==> src/rtl/i2c_ar_pkg.sv <==
package i2c_ar_pkg;
  localparam int REG_W    = 24;
  localparam int HI_MSB   = 23;
  localparam int HI_LSB   = 20;
  localparam int HI_W     = HI_MSB - HI_LSB + 1;
  localparam int A1_BIT   = 18;
  localparam int ADDR_W   = 7;
  localparam int BYTE_W   = ADDR_W + 1;
  localparam int CNT_W    = $clog2(BYTE_W);
  localparam logic [HI_W-1:0] HI_RST = 4'b1011;
  localparam logic            A1_RST = 1'b0;

  localparam logic [REG_W-1:0] USED_MASK =
    ({{(REG_W-HI_W){1'b0}}, {HI_W{1'b1}}} << HI_LSB) |
    ({{(REG_W-1){1'b0}}, 1'b1} << A1_BIT);

  localparam logic [REG_W-1:0] REG_DEFAULT =
    ({{(REG_W-HI_W){1'b0}}, HI_RST} << HI_LSB) |
    ({{(REG_W-1){1'b0}}, A1_RST} << A1_BIT);

  typedef enum logic [2:0] {
    ST_IDLE,
    ST_ADDR,
    ST_ACK_WAIT,
    ST_ACK,
    ST_HOLD
  } rx_state_e;
endpackage

==> src/rtl/i2c_ar_sync.sv <==
module i2c_ar_sync #(
  parameter int W      = 2,
  parameter int STAGES = 2
) (
  input  logic         clk,
  input  logic         rst_n,
  input  logic [W-1:0] d_in,
  output logic [W-1:0] q_out,
  output logic [W-1:0] q_prev
);
  for (genvar g = 0; g < W; g++) begin : g_line
    logic [STAGES-1:0] chain;
    always_ff @(posedge clk or negedge rst_n) begin
      if (!rst_n) chain <= '1;
      else        chain <= {chain[STAGES-2:0], d_in[g]};
    end
    assign q_out[g] = chain[STAGES-1];

    always_ff @(posedge clk or negedge rst_n) begin
      if (!rst_n) q_prev[g] <= 1'b1;
      else        q_prev[g] <= chain[STAGES-1];
    end
  end
endmodule

==> src/rtl/i2c_ar_cond.sv <==
module i2c_ar_cond (
  input  logic scl,
  input  logic sda,
  input  logic scl_p,
  input  logic sda_p,
  output logic scl_rise,
  output logic scl_fall,
  output logic start_c,
  output logic stop_c
);
  always_comb begin
    scl_rise = scl & ~scl_p;
    scl_fall = ~scl & scl_p;
    start_c  = scl & scl_p & sda_p & ~sda;
    stop_c   = scl & scl_p & ~sda_p & sda;
  end
endmodule

==> src/rtl/i2c_ar_cfg.sv <==
module i2c_ar_cfg
  import i2c_ar_pkg::*;
(
  input  logic                clk,
  input  logic                rst_n,
  input  logic                soft_rst,
  input  logic                wr_en,
  input  logic [REG_W-1:0]    wr_data,
  output logic [REG_W-1:0]    rd_data,
  output logic [HI_W-1:0]     hi_bits,
  output logic                a1_bit
);
  logic [REG_W-1:0] reg_q;

  always_ff @(posedge clk or negedge rst_n) begin
    if (!rst_n)        reg_q <= REG_DEFAULT;
    else if (soft_rst) reg_q <= REG_DEFAULT;
    else if (wr_en)    reg_q <= wr_data & USED_MASK;
  end

  assign rd_data = reg_q;
  assign hi_bits = reg_q[HI_MSB:HI_LSB];
  assign a1_bit  = reg_q[A1_BIT];

  assert_write_lands_R1: assert property (@(posedge clk) disable iff (!rst_n)
    (wr_en && !soft_rst) |=> ((rd_data & USED_MASK) == ($past(wr_data) & USED_MASK)));

  assert_reserved_zero_R2: assert property (@(posedge clk) disable iff (!rst_n)
    wr_en |=> ((rd_data & ~USED_MASK) == '0));

  assert_soft_default_R3: assert property (@(posedge clk) disable iff (!rst_n)
    soft_rst |=> (rd_data == REG_DEFAULT));
endmodule

==> src/rtl/i2c_ar_rx.sv <==
module i2c_ar_rx
  import i2c_ar_pkg::*;
(
  input  logic              clk,
  input  logic              rst_n,
  input  logic              soft_rst,
  input  logic              mode_en,
  input  logic [ADDR_W-1:0] own_addr,
  input  logic              sda,
  input  logic              scl_rise,
  input  logic              scl_fall,
  input  logic              start_c,
  input  logic              stop_c,
  output logic              drive_low,
  output logic              match_pulse,
  output logic              rw_q,
  output logic              gc_q
);
  rx_state_e         state;
  logic [BYTE_W-2:0] shreg;
  logic [CNT_W-1:0]  cnt;
  logic [BYTE_W-1:0] shift_nxt;
  logic [ADDR_W-1:0] rx_addr;
  logic              is_gc;
  logic              hit;

  always_comb begin
    shift_nxt = {shreg, sda};
    rx_addr   = shift_nxt[BYTE_W-1:1];
    is_gc     = (rx_addr == '0);
    hit       = is_gc || (rx_addr == own_addr);
  end

  always_ff @(posedge clk or negedge rst_n) begin
    if (!rst_n) begin
      state       <= ST_IDLE;
      shreg       <= '0;
      cnt         <= '0;
      match_pulse <= 1'b0;
      rw_q        <= 1'b0;
      gc_q        <= 1'b0;
    end else if (soft_rst || !mode_en) begin
      state       <= ST_IDLE;
      cnt         <= '0;
      match_pulse <= 1'b0;
      if (soft_rst) begin
        rw_q <= 1'b0;
        gc_q <= 1'b0;
      end
    end else begin
      match_pulse <= 1'b0;
      if (start_c) begin
        state <= ST_ADDR;
        cnt   <= '0;
      end else if (stop_c) begin
        state <= ST_IDLE;
      end else begin
        case (state)
          ST_ADDR: if (scl_rise) begin
            shreg <= shift_nxt[BYTE_W-2:0];
            if (cnt == CNT_W'(BYTE_W-1)) begin
              if (hit) begin
                state       <= ST_ACK_WAIT;
                match_pulse <= 1'b1;
                rw_q        <= shift_nxt[0];
                gc_q        <= is_gc;
              end else begin
                state <= ST_HOLD;
              end
            end else begin
              cnt <= cnt + 1'b1;
            end
          end
          ST_ACK_WAIT: if (scl_fall) state <= ST_ACK;
          ST_ACK:      if (scl_fall) state <= ST_HOLD;
          default: ;
        endcase
      end
    end
  end

  assign drive_low = (state == ST_ACK);

  assert_single_pulse_R5: assert property (@(posedge clk) disable iff (!rst_n)
    match_pulse |=> !match_pulse);

  assert_ack_starts_on_fall_R7: assert property (@(posedge clk) disable iff (!rst_n)
    $rose(drive_low) |-> $past(scl_fall));

  assert_ack_ends_on_fall_R7: assert property (@(posedge clk) disable iff (!rst_n)
    $fell(drive_low) |-> ($past(scl_fall) || $past(!mode_en) || $past(soft_rst)));

  assert_quiet_when_off_R11: assert property (@(posedge clk) disable iff (!rst_n)
    !mode_en |=> (!drive_low && !match_pulse));
endmodule

==> src/rtl/i2c_addr_recognizer.sv <==
module i2c_addr_recognizer
  import i2c_ar_pkg::*;
#(
  parameter int SYNC_STAGES = 2
) (
  input  logic             clk,
  input  logic             rst_n,
  input  logic             soft_rst,
  input  logic             i2c_slave_en,
  input  logic             cfg_wr_en,
  input  logic [REG_W-1:0] cfg_wr_data,
  output logic [REG_W-1:0] cfg_rd_data,
  input  logic             strap_a2,
  input  logic             strap_a0,
  input  logic             scl_in,
  input  logic             sda_in,
  output logic             sda_drive_low,
  output logic             addr_match,
  output logic             rw_bit,
  output logic             gc_hit
);
  logic [1:0]        line_s, line_p;
  logic              scl_rise, scl_fall, start_c, stop_c;
  logic [HI_W-1:0]   hi_bits;
  logic              a1_bit;
  logic [ADDR_W-1:0] own_addr;

  i2c_ar_sync #(.W(2), .STAGES(SYNC_STAGES)) u_sync (
    .clk    (clk),
    .rst_n  (rst_n),
    .d_in   ({scl_in, sda_in}),
    .q_out  (line_s),
    .q_prev (line_p)
  );

  i2c_ar_cond u_cond (
    .scl      (line_s[1]),
    .sda      (line_s[0]),
    .scl_p    (line_p[1]),
    .sda_p    (line_p[0]),
    .scl_rise (scl_rise),
    .scl_fall (scl_fall),
    .start_c  (start_c),
    .stop_c   (stop_c)
  );

  i2c_ar_cfg u_cfg (
    .clk     (clk),
    .rst_n   (rst_n),
    .soft_rst(soft_rst),
    .wr_en   (cfg_wr_en),
    .wr_data (cfg_wr_data),
    .rd_data (cfg_rd_data),
    .hi_bits (hi_bits),
    .a1_bit  (a1_bit)
  );

  assign own_addr = {hi_bits, strap_a2, a1_bit, strap_a0};

  i2c_ar_rx u_rx (
    .clk        (clk),
    .rst_n      (rst_n),
    .soft_rst   (soft_rst),
    .mode_en    (i2c_slave_en),
    .own_addr   (own_addr),
    .sda        (line_s[0]),
    .scl_rise   (scl_rise),
    .scl_fall   (scl_fall),
    .start_c    (start_c),
    .stop_c     (stop_c),
    .drive_low  (sda_drive_low),
    .match_pulse(addr_match),
    .rw_q       (rw_bit),
    .gc_q       (gc_hit)
  );
endmodule

==> config.mk <==
export PLATFORM = sky130hd
export DESIGN_NAME = i2c_addr_recognizer
export DESIGN_NICKNAME = d
export VERILOG_FILES = /design/src/rtl/i2c_ar_pkg.sv /design/src/rtl/i2c_ar_sync.sv /design/src/rtl/i2c_ar_cond.sv /design/src/rtl/i2c_ar_cfg.sv /design/src/rtl/i2c_ar_rx.sv /design/src/rtl/i2c_addr_recognizer.sv
export SDC_FILE = /design/constraint.sdc
export NUM_CORES = 1
export LEC_CHECK = 0
export ABC_AREA = 1
export BUFFER_PORTS_ARGS = -buffer_cell sky130_fd_sc_hd__buf_2
export CORE_ASPECT_RATIO = 0.5
export CORE_MARGIN = 8
export CORE_UTILIZATION = 45
export DETAILED_ROUTE_END_ITERATION = 10
export PLACE_DENSITY = 0.75
export REMOVE_ABC_BUFFERS = 1
export SLEW_MARGIN = 0
export SYNTH_ARGS = -nofsm -noshare
export SYNTH_HDL_FRONTEND = slang
export SYNTH_SLANG_ARGS = --single-unit
export TNS_END_PERCENT = 10
==> constraint.sdc <==
create_clock -name clk -period 3.24 [get_ports clk]
set_input_delay 0.162 -clock clk [delete_from_list [all_inputs] [get_ports clk]]
set_output_delay 0.162 -clock clk [all_outputs]
set_load 0.03 [all_outputs]
Word level (Yosys, flattened, before mapping) --
Cells that the tools add are included.
Storage, ports and cells: register bits after elaboration 46, latch bits 0, RAM bits 0, ROM bits 0, bits of input ports 33, output and inout bits 28, logic and storage cells 95, memories 0
Cells by class: $add $sub $neg 1, $mul 0, div/mod/pow operators 0, $lt $le $gt $ge 0, equal/unequal tests 14, shifts and indexed selects 0, muxes and demuxes 39, bitwise logic cells 14, reductions and logical operators 16
Operators with widths (count):
- $mux 24 | 2
- $mux 3 | 14
- $mux 1 | 22
- $ne 5x4->1 const B | 2
- $reduce_and 5->1 | 2
- $reduce_bool 2->1 | 5
- $pmux 3 s3 | 1
- $and 1x1->1 | 7
- $eq 7x7->1 | 1
- $logic_not 7->1 | 1
- $not 1->1 | 7
- $reduce_and 7->1 | 1
- $eq 3x2->1 const B | 2
- $ne 3x2->1 const B | 2
- $reduce_bool 3->1 | 2
- $reduce_bool 6->1 | 1
- $ne 5x1->1 const B | 1
- $ne 5x3->1 const B | 1
- $ne 2x1->1 const B | 2
- $reduce_and 4->1 | 1
- $add 3x1->3 const B | 1
- $eq 3x1->1 const B | 1
- $eq 3x3->1 const B | 1
- $logic_or 1x1->1 | 2
- other kinds (2) | 2

Logic depth before layout (Yosys ltp) --
depth after elaboration 9, depth in mapped cells 10

Hierarchy --
Synthesis repeated with hierarchy kept, for this count alone.
Second synthesis, totals: cell total of the unflattened synthesis 206, area, all modules 1565.3 sq um
By module, submodules not included:
- i2c_ar_rx | times used 1, cells each 140, area an instance 960.9 sq um, sequential area each 400.4 sq um
- i2c_ar_cfg | times used 1, cells each 47, area an instance 390.4 sq um, sequential area each 128.9 sq um
- i2c_ar_sync | times used 1, cells each 8, area an instance 172.7 sq um, sequential area each 157.7 sq um
- i2c_ar_cond | times used 1, cells each 11, area an instance 41.3 sq um, sequential area each 0.0 sq um

Least setup slack after synthesis --
OpenSTA, ideal clock, no wires.
kind reg-to-reg, start register u_rx.cnt[0], end register u_rx.gc_q, library setup time 119 ps, data arrival time 1314 ps, setup slack 1807 ps, stages on the path, launching flop included 8, cells stage by stage dfrtp_1 > ha_1 > ha_1 > inv_1 > nor4_4 > nand2_1 > nand3_1 > nand2_1
On the way: longest elaborated chain between the ends 3
RTL lines:
- start: declaration | RTL line i2c_ar_rx.sv:21 | logic [CNT_W-1:0] cnt;
- start signal: assignment | RTL line i2c_ar_rx.sv:71 | cnt <= cnt + 1'b1;
- $eq 3x3->1 | RTL line i2c_ar_rx.sv:61 | if (cnt == CNT_W'(BYTE_W-1)) begin
- $reduce_bool 2->1 (no line)
- $reduce_and 7->1 (no line)
- end signal: assignment | RTL line i2c_ar_rx.sv:66 | gc_q <= is_gc;
- end: declaration | RTL line i2c_ar_rx.sv:17 | output logic gc_q
Every way passes these cells. A chain may end at the register's enable or synchronous reset.

Final worst setup path --
Ends and elaborated chain as after synthesis.

==> out/metrics.json <==
{
  "timing": {
    "fin_crit_sh": 0.510,
    "period_minus_slack_ps": 1650,
    "final_worst_slack_ps": 1590,
    "timing.final.max_slew_violations": 0,
    "grt_setup_unrepaired": "no",
    "timing_hold_violations_final": 0,
    "max_slew.worst_pin.slew_ps": 570,
    "relSlewSlack": 0.620,
    "finalSetupTns_ps": 0,
    "final.hold.worst_slack_ps": 114,
    "max_freq_mhz": 605,
    "finClkSkew_ps": 1.26,
    "setup_violations": 0
  },
  "yosys": {
    "post_synth.cell_area_avg_um2": 8.83,
    "dominant_combinational_cell_family_by_area_after_synthesis": "simple AND/OR/NAND/NOR gates",
    "synth-compound-area-share": 0.0972,
    "post_synth_instance_area_um2": 1550,
    "synthCells": 175,
    "yosysUniqueCellTypes": 29,
    "post_synth_and_or_nand_nor_area_fraction": 0.254,
    "synth-adder-area-share": 0.0162,
    "synthMuxAreaShare": 0,
    "yosysWarnings": 0,
    "ys_seq_area_frac": 0.445,
    "yosys_register_bits": 27,
    "synth_xor_xnor_area_share": 0.0227
  },
  "clock_tree": {
    "cts-root-to-sink-buffers": 2,
    "clock_sinks": 27,
    "clock_tree.root_cell": "clkbuf_8",
    "clk_latency_ps": 270,
    "ctsHtreeMaxLevel": 1,
    "post-cts-setup-buffers": 0,
    "tritoncts.num_buffers": 3,
    "worst_setup_hold_path_clk_slew_ps": 90,
    "cts_tree": "done"
  },
  "power": {
    "finalPower_mw": 0.656,
    "leakage_dissipation_nw": 0.898,
    "vdd.ir_drop.worst_mv": 0.174,
    "power_per_standard_cell_area_nw_per_um2": 388
  },
  "grt": {
    "grt_overflow_total": 0,
    "grt_antenna_before_repair": 0,
    "grt_pass1_vias": 1127,
    "grt_pass1_wl_um": 5100,
    "groute.usage.overall": 0.108,
    "largest_net_degree_at_the_start_of_global_routing": 28
  },
  "route": {
    "drc": 0,
    "drt_pass1_iterations": 4,
    "ant_nets": 0,
    "routed-via-count": 1123,
    "postRouteWirelength_um": 2840,
    "drt_iter0_markers": 89,
    "avgRoutedWirePerCell_um": 11.7,
    "detail_route.vias_per_cell": 4.62
  },
  "setup_path": {
    "critical_path.endpoint_type": "flip-flop",
    "critical_path_class": "reg -> reg",
    "setup.worst_path.start_class": "flip-flop",
    "max_fo_critical_path": 3,
    "cp.arrival_ps": 1820,
    "timing.critical_path.required_ps": 3400
  },
  "worst_hold_path": {
    "hold_path.class": "in -> reg"
  },
  "floorplan": {
    "initial_core_util": 0.460,
    "design.core.area_um2": 3360,
    "num_rows": 15,
    "die_x_um": 98.9,
    "die_y_um": 57.4,
    "floorplan.io_pins": 61,
    "design.die.area_um2": 5680
  },
  "run": {
    "drv.max_cap_violation_count": 0
  },
  "placed_design": {
    "detailedPlace.worstSlack_ps": 1580,
    "dp_hpwl_um": 2310,
    "placedInstanceArea_um2": 1610,
    "dp_cells": 236,
    "gpl.final_weighted_congestion": 0.808,
    "io_buffers": 22
  },
  "final_layout": {
    "antenna_diode_count": 0,
    "final_non_filler_cell_area_um2": 1690,
    "finish.net_count": 237,
    "instances_no_fill": 243,
    "drive_gt1_frac": 0.333,
    "final.fill_count": 313,
    "final_util": 0.504,
    "syn2layout_area_growth_pct": 9.55
  },
  "status": {
    "status": "finished clean"
  }
}
layout by cell type (no fill, tap or decap), drive strengths merged:
| master | count |
|---|---|
| buf | 22 |
| nand2 | 42 |
| o31ai | 1 |
| o21ai | 13 |
| inv | 24 |
| xor2 | 1 |
| nand3 | 10 |
| clkbuf | 3 |
| xnor2 | 3 |
| a21oi | 6 |
| nand4 | 5 |
| conb | 19 |
| dfrtp | 18 |
| nor3 | 4 |
| ha | 2 |
| clkinvlp | 1 |
| nor4 | 1 |
| or2 | 1 |
| dfstp | 9 |
| nor2 | 13 |
| dlygate4sd3 | 3 |
cell usage after synthesis:
library cell | n | area share
nand2_1 | 37 | 0.090
buf_4 | 20 | 0.097
dfrtp_1 | 18 | 0.29
inv_1 | 16 | 0.039
nand3_1 | 10 | 0.032
nor2_1 | 10 | 0.024
dfstp_2 | 9 | 0.15
inv_2 | 8 | 0.019
o21ai_2 | 6 | 0.034
nand2_2 | 5 | 0.020
o21ai_0 | 5 | 0.016
nand4_1 | 4 | 0.016
a21oi_1 | 3 | 0.0097
a21oi_2 | 3 | 0.017
xnor2_1 | 3 | 0.017
ha_1 | 2 | 0.016
nor2_4 | 2 | 0.015
nor3_2 | 2 | 0.013
o21ai_1 | 2 | 0.0065
buf_6 | 1 | 0.0073
conb_1 | 1 | 0.0024
nand4_2 | 1 | 0.0081
nor2_2 | 1 | 0.0041
nor3_1 | 1 | 0.0032
nor3_4 | 1 | 0.011
nor4_4 | 1 | 0.014
o31ai_4 | 1 | 0.014
or2_2 | 1 | 0.0041
xor2_1 | 1 | 0.0057
what timing repair did:
action                                 CTS  global route
hold buffers                             3             0
resized for setup                        0             0
endpoints found under the hold margin   20             0
area by class of cell:
class,instances,area (um^2),area share
clock inverter,1,7.51,0.00443
multi-input combinational,121,674,0.398
timing repair buffer,25,140,0.0828
inverter,24,90.1,0.0532
clock buffer,3,41.3,0.0244
tap,42,52.6,0.0310
sequential,27,687,0.406
worst paths after layout:
path                       cells past startpoint                         to                 startpoint  slack, ps
max                                            7                  u_rx.gc_q                u_rx.cnt[0]       1590
min                                            3          u_cfg.rd_data[23]            cfg_wr_data[23]        110
max reg2reg                                    7                  u_rx.gc_q                u_rx.cnt[0]       1590
min reg2reg                                    0  u_sync.g_line[0].chain[1]  u_sync.g_line[0].chain[0]        360
max in group asynchronous                      2           u_sync.q_prev[1]                      rst_n       2430
min in group asynchronous                      2            u_rx.rx_addr[5]                      rst_n        430
per-layer routing:
layer,wire [um],GRT usage
met1,1160,0.116
met2,1440,0.197
met3,244,0.0400
met4,0,0.0324
met5,0,0
critical path, cell delays in order, from the launching register on:
cell and delay, ps:
dfrtp_1 410, ha_1 170, ha_1 230, inv_1 110, nor4_4 340, nand2_1 140
nand3_1 100, nand2_1 60
cells by family after synthesis:
logic type      after synthesis
simple gates                 76
buf+inv                      45
flops                        27
compound gates               20
xor+xnor                      4
fa+ha+maj                     2
other cells                   1
where the power goes:
| part | internal [mW] | total [mW] | switching [mW] |
|---|---|---|---|
| logic | 0.0267 | 0.103 | 0.0764 |
| registers | 0.354 | 0.365 | 0.0113 |
| clock network | 0.0871 | 0.188 | 0.101 |
| total | 0.468 | 0.656 | 0.188 |
flip-flops by register name, summed over array words and instances, names as in the netlist:
register             cells
u_rx.state               3
u_sync.q_prev            2
u_rx.cnt                 3
u_rx.rx_addr             7
u_rx.match_pulse         1
u_cfg.rd_data            5
u_rx.gc_q                1
u_rx.rw_q                1
u_sync.g_line.chain      4
Note: power is estimated with default switching activity, not from simulation.
